$ cat config.mk
export PLATFORM = sky130hd
export DESIGN_NAME = adc_frame_reader
export DESIGN_NICKNAME = d
export VERILOG_FILES = /design/src/rtl/adc_frame_pkg.sv /design/src/rtl/adc_drdy_edge.sv /design/src/rtl/adc_spi_shifter.sv /design/src/rtl/adc_frame_reader.sv
export SDC_FILE = /design/constraint.sdc
export NUM_CORES = 1
export LEC_CHECK = 0
export ABC_AREA = 1
export BUFFER_PORTS_ARGS = -buffer_cell sky130_fd_sc_hd__buf_2
export CORE_MARGIN = 5
export CORE_UTILIZATION = 45
export DETAILED_ROUTE_END_ITERATION = 7
export HOLD_SLACK_MARGIN = 0.1
export MAX_ROUTING_LAYER = met4
export PLACE_DENSITY_LB_ADDON = 0.15
export RECOVER_POWER = 100
export SLEW_MARGIN = 15
export SYNTH_ARGS = -nofsm -noshare
export SYNTH_HDL_FRONTEND = slang
export SYNTH_HIERARCHICAL = 1
export SYNTH_SLANG_ARGS = --single-unit
$ cat constraint.sdc
create_clock -name clk -period 5.2 [get_ports clk]
set_input_delay 0.52 -clock clk [delete_from_list [all_inputs] [get_ports clk]]
set_output_delay 0.52 -clock clk [all_outputs]
set_load 0.02 [all_outputs]
$ cat src/rtl/adc_frame_pkg.sv
package adc_frame_pkg;

    typedef enum logic [2:0] {
        ST_IDLE  = 3'd0,
        ST_PRE   = 3'd1,
        ST_SETUP = 3'd2,
        ST_SHIFT = 3'd3,
        ST_HOLD  = 3'd4
    } rd_state_e;

endpackage

$ cat src/rtl/adc_drdy_edge.sv
// Synchronises the asynchronous data-ready line and flags a high-to-low
// transition. Register reset value is low, so a line that was never seen
// high cannot produce an edge.
module adc_drdy_edge #(
    parameter int SYNC_STAGES = 2
) (
    input  logic clk,
    input  logic rst_n,
    input  logic drdy_n_i,
    output logic fall_o
);

    logic [SYNC_STAGES:0] sync_d, sync_q;

    always_comb begin
        sync_d = {sync_q[SYNC_STAGES-1:0], drdy_n_i};
    end

    always_ff @(posedge clk or negedge rst_n) begin
        if (!rst_n) begin
            sync_q <= '0;
        end else begin
            sync_q <= sync_d;
        end
    end

    // oldest stage high, next stage low
    assign fall_o = sync_q[SYNC_STAGES] & ~sync_q[SYNC_STAGES-1];

endmodule

$ cat src/rtl/adc_spi_shifter.sv
// Mode-1 serial engine: clock idles low, data sampled on the falling edge,
// MSB first. Reads N_WORDS words of WORD_W bits after one start pulse.
module adc_spi_shifter #(
    parameter int WORD_W   = 24,
    parameter int N_WORDS  = 10,
    parameter int HALF_DIV = 4
) (
    input  logic                        clk,
    input  logic                        rst_n,
    input  logic                        start_i,
    input  logic                        miso_i,
    output logic                        sclk_o,
    output logic [WORD_W-1:0]           word_o,
    output logic                        strobe_o,
    output logic [$clog2(N_WORDS)-1:0]  widx_o,
    output logic                        done_o
);

    localparam int DIV_W  = (HALF_DIV > 1) ? $clog2(HALF_DIV) : 1;
    localparam int BIT_W  = $clog2(WORD_W);
    localparam int WIDX_W = $clog2(N_WORDS);
    localparam logic [DIV_W-1:0]  DIV_LAST  = DIV_W'(HALF_DIV - 1);
    localparam logic [BIT_W-1:0]  BIT_LAST  = BIT_W'(WORD_W - 1);
    localparam logic [WIDX_W-1:0] WORD_LAST = WIDX_W'(N_WORDS - 1);

    typedef struct packed {
        logic              active;
        logic              sclk;
        logic [DIV_W-1:0]  div;
        logic [BIT_W-1:0]  bitc;
        logic [WIDX_W-1:0] wordc;
        logic [WORD_W-1:0] shreg;
        logic              strobe;
        logic [WIDX_W-1:0] widx;
        logic              done;
    } sh_t;

    sh_t sh_d, sh_q;

    always_comb begin
        sh_d        = sh_q;
        sh_d.strobe = 1'b0;
        sh_d.done   = 1'b0;
        if (!sh_q.active) begin
            if (start_i) begin
                sh_d.active = 1'b1;
                sh_d.sclk   = 1'b0;
                sh_d.div    = '0;
                sh_d.bitc   = '0;
                sh_d.wordc  = '0;
            end
        end else if (sh_q.div == DIV_LAST) begin
            sh_d.div  = '0;
            sh_d.sclk = ~sh_q.sclk;
            if (sh_q.sclk) begin
                // falling edge: capture the bit
                sh_d.shreg = {sh_q.shreg[WORD_W-2:0], miso_i};
                if (sh_q.bitc == BIT_LAST) begin
                    sh_d.bitc   = '0;
                    sh_d.strobe = 1'b1;
                    sh_d.widx   = sh_q.wordc;
                    if (sh_q.wordc == WORD_LAST) begin
                        sh_d.active = 1'b0;
                        sh_d.done   = 1'b1;
                        sh_d.wordc  = '0;
                    end else begin
                        sh_d.wordc = sh_q.wordc + 1'b1;
                    end
                end else begin
                    sh_d.bitc = sh_q.bitc + 1'b1;
                end
            end
        end else begin
            sh_d.div = sh_q.div + 1'b1;
        end
    end

    always_ff @(posedge clk or negedge rst_n) begin
        if (!rst_n) begin
            sh_q <= '0;
        end else begin
            sh_q <= sh_d;
        end
    end

    assign sclk_o   = sh_q.sclk;
    assign word_o   = sh_q.shreg;
    assign strobe_o = sh_q.strobe;
    assign widx_o   = sh_q.widx;
    assign done_o   = sh_q.done;

endmodule

$ cat src/rtl/adc_frame_reader.sv
module adc_frame_reader
    import adc_frame_pkg::*;
#(
    parameter int N_CH        = 8,
    parameter int WORD_W      = 24,
    parameter int OUT_W       = 32,
    parameter int HALF_DIV    = 4,
    parameter int PRE_CYC     = 3,
    parameter int SETUP_CYC   = 3,
    parameter int HOLD_CYC    = 3,
    parameter int SYNC_STAGES = 2
) (
    input  logic                    clk,
    input  logic                    rst_n,
    input  logic                    drdy_n_i,
    input  logic                    miso_i,
    input  logic                    overrun_clr_i,
    output logic                    sclk_o,
    output logic                    cs_n_o,
    output logic [N_CH*OUT_W-1:0]   samples_o,
    output logic                    frame_valid_o,
    output logic                    overrun_o
);

    localparam int N_WORDS = N_CH + 2;   // status + channels + check word
    localparam int WIDX_W  = $clog2(N_WORDS);
    localparam int CH_W    = (N_CH > 1) ? $clog2(N_CH) : 1;
    localparam int GAP_MAX = (PRE_CYC > SETUP_CYC)
                           ? ((PRE_CYC > HOLD_CYC) ? PRE_CYC : HOLD_CYC)
                           : ((SETUP_CYC > HOLD_CYC) ? SETUP_CYC : HOLD_CYC);
    localparam int GAP_W   = $clog2(GAP_MAX + 1);
    localparam logic [GAP_W-1:0]  PRE_LAST   = GAP_W'(PRE_CYC - 1);
    localparam logic [GAP_W-1:0]  SETUP_LAST = GAP_W'(SETUP_CYC - 1);
    localparam logic [GAP_W-1:0]  HOLD_LAST  = GAP_W'(HOLD_CYC - 1);
    localparam logic [WIDX_W-1:0] FIRST_CH   = WIDX_W'(1);
    localparam logic [WIDX_W-1:0] LAST_CH    = WIDX_W'(N_CH);

    typedef struct packed {
        rd_state_e                      state;
        logic [GAP_W-1:0]               gap;
        logic                           cs_n;
        logic [N_CH-1:0][WORD_W-1:0]    stage;
        logic [N_CH-1:0][WORD_W-1:0]    held;
        logic                           valid;
        logic                           overrun;
    } rd_t;

    rd_t rd_d, rd_q;

    logic              drdy_fall;
    logic              sh_start;
    logic [WORD_W-1:0] sh_word;
    logic              sh_strobe;
    logic [WIDX_W-1:0] sh_widx;
    logic              sh_done;
    logic [CH_W-1:0]   ch_idx;
    logic              in_frame;

    adc_drdy_edge #(
        .SYNC_STAGES (SYNC_STAGES)
    ) u_edge (
        .clk      (clk),
        .rst_n    (rst_n),
        .drdy_n_i (drdy_n_i),
        .fall_o   (drdy_fall)
    );

    adc_spi_shifter #(
        .WORD_W   (WORD_W),
        .N_WORDS  (N_WORDS),
        .HALF_DIV (HALF_DIV)
    ) u_shift (
        .clk      (clk),
        .rst_n    (rst_n),
        .start_i  (sh_start),
        .miso_i   (miso_i),
        .sclk_o   (sclk_o),
        .word_o   (sh_word),
        .strobe_o (sh_strobe),
        .widx_o   (sh_widx),
        .done_o   (sh_done)
    );

    assign ch_idx   = CH_W'(sh_widx - FIRST_CH);
    assign in_frame = (rd_q.state != ST_IDLE);

    always_comb begin
        rd_d       = rd_q;
        rd_d.valid = 1'b0;
        sh_start   = 1'b0;

        unique case (rd_q.state)
            ST_IDLE: begin
                if (drdy_fall) begin
                    rd_d.state = ST_PRE;
                    rd_d.gap   = '0;
                end
            end
            ST_PRE: begin
                if (rd_q.gap == PRE_LAST) begin
                    rd_d.state = ST_SETUP;
                    rd_d.gap   = '0;
                    rd_d.cs_n  = 1'b0;
                end else begin
                    rd_d.gap = rd_q.gap + 1'b1;
                end
            end
            ST_SETUP: begin
                if (rd_q.gap == SETUP_LAST) begin
                    sh_start   = 1'b1;
                    rd_d.state = ST_SHIFT;
                    rd_d.gap   = '0;
                end else begin
                    rd_d.gap = rd_q.gap + 1'b1;
                end
            end
            ST_SHIFT: begin
                if (sh_done) begin
                    rd_d.state = ST_HOLD;
                    rd_d.gap   = '0;
                    rd_d.held  = rd_q.stage;
                    rd_d.valid = 1'b1;
                end
            end
            ST_HOLD: begin
                if (rd_q.gap == HOLD_LAST) begin
                    rd_d.state = ST_IDLE;
                    rd_d.cs_n  = 1'b1;
                end else begin
                    rd_d.gap = rd_q.gap + 1'b1;
                end
            end
            default: begin
                rd_d.state = ST_IDLE;
                rd_d.cs_n  = 1'b1;
            end
        endcase

        // keep channel words only; status and check word are dropped
        if (sh_strobe && sh_widx >= FIRST_CH && sh_widx <= LAST_CH) begin
            rd_d.stage[ch_idx] = sh_word;
        end

        // a new overrun wins over a clear in the same cycle
        if (drdy_fall && in_frame) begin
            rd_d.overrun = 1'b1;
        end else if (overrun_clr_i) begin
            rd_d.overrun = 1'b0;
        end
    end

    always_ff @(posedge clk or negedge rst_n) begin
        if (!rst_n) begin
            rd_q      <= '0;
            rd_q.cs_n <= 1'b1;
        end else begin
            rd_q <= rd_d;
        end
    end

    generate
        for (genvar g = 0; g < N_CH; g++) begin : g_lane
            assign samples_o[g*OUT_W +: OUT_W] =
                {{(OUT_W-WORD_W){rd_q.held[g][WORD_W-1]}}, rd_q.held[g]};
        end
    endgenerate

    assign cs_n_o        = rd_q.cs_n;
    assign frame_valid_o = rd_q.valid;
    assign overrun_o     = rd_q.overrun;

endmodule

==> impl_metrics.ini, run 1 <==
[synth]
yosysMostFrequentCell = nand2_1
ys_types = 30
netlist_area_um2 = 19700
ys_ff_latch = 438
synth_top_area_share_pct = 55.6
synth-async-reset-ratio_pct = 100
synth.mux.area_fraction_pct = 0
synth-compound-area-share_pct = 0.477
syn_inst = 2254
netlist_top_cells_area = dfrtp_1 56%, nand2_1 21%, buf_4 12%, nand3_1 5.2%, buf_2 1.1%
synth-main-ff-cell = dfrtp_1
syn_nets = 2268
synth_xor_area_share_pct = 0.0445
synth_area_leader_cell = dfrtp_1
synth.avg_cell_area_um2 = 8.73
yosysWarnings = 6
synth_adder_area_share_pct = 0.572
synth-edff-count = 0
synth_top_family_by_area = simple AND/OR/NAND/NOR gates
yosys.area_share.simple_pct = 27.8
synth_common_cells = 1,098 x nand2_1, 437 x dfrtp_1, 319 x buf_4
seq_area_frac_synth_pct = 55.7

[layout]
final_cells = 2789
drive_gt1_share_pct = 4.49
final_nets = 2186
syn2layout_area_growth_pct = 2.05
diodes = 0

[setup_path]
worst_path_max_delay_cell = nor2_1
crit_top_cell = nand2_1
reg2reg_depth = 9
cp_top_family = simple AND/OR/NAND/NOR gates
max_stage_delay_ps = 1270
path_buf_inv = 1
crit_chain = inv_1 -> ha_1 -> nand2_1 -> nand2_1 -> nand2_1 -> nor2_1 -> nand2_2 -> nand2_1 -> nand2_1
rrSetupSlack_ps = 1210
cp_max_fo = 25
r2r_end = rd_q[323]
worst_ep_arrival_time_ps = 4440
regToRegStartpoint = u_shift/widx_o[0]
endpoint_kind = register
worstPathRequired_ps = 5650
setup.worst_path.class = register to register
crit_path_start_kind = register

[hold_path]
hold_start = overrun_clr_i
min_to = overrun_o
hold_path_class = input port to register
whs_path_depth = 2

[grt]
grt_pass1_vias = 13300
antenna_found_initial = 0
grt.total_usage_pct = 21.6
grt_max_degree = 153
globalRouteOverflowTotal = 0
grt_pass1_wl_mm = 79.2

[pwr]
power_density_nw_per_um2 = 355
sw_frac_of_total_pct = 24.1
leakage_nw = 11.1
comb_power_share_pct = 4.4
peakVddDrop_uv = 231
pwr-share-clk_pct = 45.1
switching_power_mw = 1.71
power_frac_seq_pct = 50.5
internal-power_mw = 5.41

[floorplanning]
fp.coreArea_um2 = 43200
die_h_um = 219
fp.dieW_um = 219
start_util_pct = 45.6
rows = 76
die-area_um2 = 48000
io_pins = 265

[sta]
period_share_pct = 76.7
report.final.hold_viol_count = 0
relSlewSlack_pct = -88.6
fin_crit_ps = 3990
finalSetupViolations = 0
fmax_mhz = 251
skew_ps = 9.92
finalMaxSlewViolations = 188
finalSetupTns_ps = 0
worst_pin_slew_ps = 2830
rsz0062_at_grt = no

[detailed_routing]
dr.pass1.iters = 5
ant_nets = 0
vias = 13600
post_drt_wl_per_cell_um = 18.1
via_per_inst = 4.88
routed_wl_mm = 50.6
drt-initial-drc-count = 1234
drc = 0

[placed_design]
place.gp.congestion = 0.797
portBuffers = 264
place_hpwl_mm = 31.1
place_inst = 2705

[run_status]
violations = max-capacitance violations, max-slew violations
run_status = finished with violations

[clock_tree]
clk_pin_slew_ps = 60
cts_buffer_depth = 3
root_buffer = clkbuf_16
clk_latency_ps = 570
cts_buffers = 48
htreeDepth = 2
cts.sinks = 438
cts_resized = 0
ctsHoldBuffers = 2
postCtsSetupRepairBufs = 0
cts_tree = built

[flow_run]
maxCapViolCount = 3
-- state kept, by name, summed over array words and instances, names as in the netlist --
register / count
rd_q: 197
samples_o: 192
u_shift/word_o: 24
u_shift/sh_q: 12
u_shift/widx_o: 4
u_edge/sync_q: 3
cs_n_o: 1
frame_valid_o: 1
overrun_o: 1
u_shift/done_o: 1
u_shift/sclk_o: 1
u_shift/strobe_o: 1
-- routing by layer --
layer	track usage [%]	wire (um)
met1	30.4	23300
met2	32.9	23500
met3	3.79	2590
met4	5.63	1190
met5	-	0
-- worst max-delay path by stage --
| stage | from | endpoint | slack [ps] | cells after the start |
|---|---|---|---|---|
| after detailed placement | u_shift/widx_o[0] | rd_q[374] | 1920 | 10 |
| after global placement | u_shift/widx_o[0] | rd_q[377] | 2120 | 10 |
| after floorplan | u_shift/widx_o[0] | rd_q[266] | 3110 | 10 |
| after global routing | u_shift/widx_o[0] | rd_q[323] | 850 | 9 |
| final | u_shift/widx_o[0] | rd_q[323] | 1210 | 9 |
| after CTS | u_shift/widx_o[0] | rd_q[374] | 1900 | 10 |
-- kinds of logic after synthesis --
family                   count (synthesis)
AND/OR/NAND/NOR                       1344
flip-flops                             438
XOR/XNOR                                 1
buffers and inverters                  445
AO/OA/AOI/OAI                           17
adder cells (fa/ha/maj)                  9
-- worst reg2reg max path, delay by kind of cell (launching register included) --
family / cells / cell delay [ps]
AND/OR/NAND/NOR: 7 / 2570
buffers and inverters: 1 / 530
flip-flops: 1 / 500
adder cells (fa/ha/maj): 1 / 270
-- through the flow --
step | instance area, um^2 | setup WS (ps) | hold slack (ps) | power, mW | util, %
2_1_floorplan | 19700 | 3110 | 224 | 3.82 | -
3_3_place_gp | 19000 | 2120 | 338 | 3.97 | 44.0
3_5_place_dp | 19000 | 1920 | 344 | 3.99 | 44.0
4_1_cts | 20500 | 1900 | 115 | 7.21 | 47.4
5_1_grt | 20100 | 847 | 142 | 7.41 | 46.5
6_report | 20100 | 1210 | 148 | 7.12 | 46.5
-- cell usage in the layout, fill, tap and decap left out, types with 2 or more instances in the layout --
cell           instances
buf_4                  7
nor2_1                14
o21ai_0               11
clkbuf_1             272
nand4_1                2
a21oi_1                3
clkbuf_8              10
nor2_2                 2
ha_1                   9
buf_2                  3
dlygate4sd3_1          2
nor2_8                 4
nand3_1              206
nor2_4                 3
inv_1                 33
clkbuf_16             49
dfrtp_1              437
buf_12                 4
nand2_1             1108
nand3b_1               2
clkbuf_2               2
clkinv_2              10
-- cell type report --
type                            count  area [um^2]
Clock buffer                       71         1410
Clock inverter                     11         57.6
Fill cell                        4366        23100
Inverter                           35          136
Multi-Input combinational cell   1371         5630
Sequential cell                   438        11000
Tap cell                          585          732
Timing Repair Buffer              278         1150
-- power by group through the flow --
| stage | clock, mW | combinational (mW) | sequential [mW] |
|---|---|---|---|
| 6_report | 3.21 | 0.313 | 3.60 |
| 3_3_place_gp | 0 | 0.315 | 3.66 |
| 3_5_place_dp | 0 | 0.327 | 3.66 |
| 4_1_cts | 3.28 | 0.329 | 3.60 |
| 2_1_floorplan | 0 | 0.245 | 3.57 |
| 5_1_grt | 3.43 | 0.371 | 3.60 |
(Power assumes the default switching activity.)
==> inputs of run 2 (changes only) <==
ABC_AREA = 0   (was 1)
clock period = 3.3 ns   (was 5.2 ns; I/O delays follow)
==> impl_metrics.ini, run 2 <==
[floorplanning]
fp.dieW_um = 215
rows = 75
die_h_um = 215
die-area_um2 = 46300
start_util_pct = 45.3
io_pins = 265
fp.coreArea_um2 = 41900

[synth]
synth_top_area_share_pct = 57.7
synth_area_leader_cell = dfrtp_1
syn_inst = 1754
synth-main-ff-cell = dfrtp_1
yosysWarnings = 6
ys_ff_latch = 438
netlist_area_um2 = 19000
ys_types = 46
synth_common_cells = 661 x nand2_1, 437 x dfrtp_1, 286 x buf_4
yosysMostFrequentCell = nand2_1
netlist_top_cells_area = dfrtp_1 58%, nand2_1 13%, buf_4 11%, mux2_2 10%, mux2_4 1.7%
syn_nets = 1768
synth-edff-count = 0
synth.avg_cell_area_um2 = 10.8
synth-async-reset-ratio_pct = 100
seq_area_frac_synth_pct = 57.8

[pwr]
power_density_nw_per_um2 = 553
leakage_nw = 10.5
p_total_mw = 10.9
peakVddDrop_uv = 383

[sta]
finalSetupViolations = 0
finalSetupTns_ps = 0
worst_pin_slew_ps = 2070
fmax_mhz = 346
period_share_pct = 87.6
report.final.hold_viol_count = 0
rsz0062_at_grt = no
skew_ps = 15.2
relSlewSlack_pct = -37.8
finalMaxSlewViolations = 108
fin_crit_ps = 2890

[clock_tree]
cts.sinks = 438
clk_pin_slew_ps = 60
postCtsSetupRepairBufs = 0
cts_buffers = 46
cts_buffer_depth = 3
clk_latency_ps = 570
cts_resized = 0
cts_tree = built
root_buffer = clkbuf_16
htreeDepth = 2

[layout]
diodes = 0
drive_gt1_share_pct = 15.4
fillers = 4078
final_common_cell = nand2_1
final_nets = 1753
syn2layout_area_growth_pct = 4.31
largest_register_ffs = 197
regMostFlops = rd_q
layout_common_cells = 661 x nand2_1, 437 x dfrtp_1, 276 x clkbuf_1, 174 x mux2_2, 47 x clkbuf_16

[setup_path]
crit_start = u_shift/widx_o[0]
setup.worst_path.class = register to register
crit_path_start_kind = register
regToRegStartpoint = u_shift/widx_o[0]
endpoint_kind = register
worstPathRequired_ps = 3750
cp_max_fo = 24
worst_ep_arrival_time_ps = 3340

[detailed_routing]
ant_nets = 0
vias = 11200
post_drt_wl_per_cell_um = 18.6
routed_wl_mm = 43.0
dr.pass1.iters = 4
via_per_inst = 4.86
drt-initial-drc-count = 737
drc = 0

[hold_path]
hold_path_class = register to register
hold_start = u_edge/sync_q[0]

[grt]
globalRouteOverflowTotal = 0
grt.total_usage_pct = 18.9
grt_pass1_wl_mm = 67.6
antenna_found_initial = 1
grt_pass1_vias = 11200
grt_max_degree = 194

[placed_design]
portBuffers = 264
place.gp.congestion = 0.771
place_hpwl_mm = 26.6

[run_status]
run_status = finished with violations
violations = max-capacitance violations, max-slew violations

[flow_run]
maxCapViolCount = 2
run 2: power by group:
part | leakage (nW) | total [mW] | switching, mW | internal (mW)
clock network | 0.736 | 5.04 | 2.07 | 2.97
logic | 3.68 | 0.361 | 0.231 | 0.130
registers | 6.09 | 5.54 | 0.107 | 5.43
total | 10.5 | 10.9 | 2.40 | 8.53
run 2: worst paths after layout:
check / to / slack (ps) / cells past startpoint
worst min-delay path: u_edge/sync_q[1] / 350 / 0
worst max register to register: rd_q[329] / 410 / 6
max in group asynchronous: rd_q[361] / 740 / 3
worst max-delay path: rd_q[329] / 410 / 6
worst min register to register: u_edge/sync_q[1] / 350 / 0
min in group asynchronous: samples_o[168] / 910 / 2
run 2: per-layer routing:
layer | up-vias | global-route usage, % | routed length [um] | share of wire, %
li1 | 5283 | - | - | -
met1 | 5650 | 26.2 | 19700 | 46
met2 | 242 | 29.6 | 20400 | 47
met3 | 57 | 3.36 | 2090 | 4.9
met4 | 0 | 4.08 | 820 | 1.9
met5 | - | - | 0 | 0
run 2: per-stage QoR:
| stage | instance area (um^2) | instances | util, % | worst slack, ps | hold WS, ps |
|---|---|---|---|---|---|
| floorplan | 19000 | 1754 | - | 808 | 34.4 |
| global placement | 18800 | 2226 | 44.9 | 520 | 342 |
| detailed placement | 18800 | 2226 | 44.9 | 416 | 343 |
| CTS | 20300 | 2311 | 48.5 | 407 | 348 |
| global route | 19800 | 2311 | 47.2 | 188 | 362 |
| finish | 19800 | 2311 | 47.2 | 409 | 352 |
run 2: timing repair:
action | CTS | global route
hold buffers | 4 | 0
endpoints found under the hold margin | 71 | 0
endpoints found under the setup margin | 0 | 0
run 2: worst max-delay path, stage by stage, from the launching register on:
cell and delay [ps]:
dfrtp_1 420, inv_1 120, ha_1 230, nor2b_1 270, mux2_4 360, or3_1 850
mux2_1 510
run 2: cells by family after synthesis:
group	synth area share [%]
xor gates and xnor gates	0.185
muxes	12.6
adders and majority gates	0.594
AOI/OAI and AO/OA	0.654
and+or+nand+nor	15.0
DFF	57.8
buffers and inverters	13.1
run 2: layout make-up:
class	instances	area, um^2	area share (%)
sequential	438	11000	55.4
clock inverter	10	78.8	0.399
timing repair buffer	291	1230	6.21
tap	539	674	3.41
clock buffer	71	1400	7.06
inverter	11	45.0	0.228
multi-input combinational	951	5390	27.2
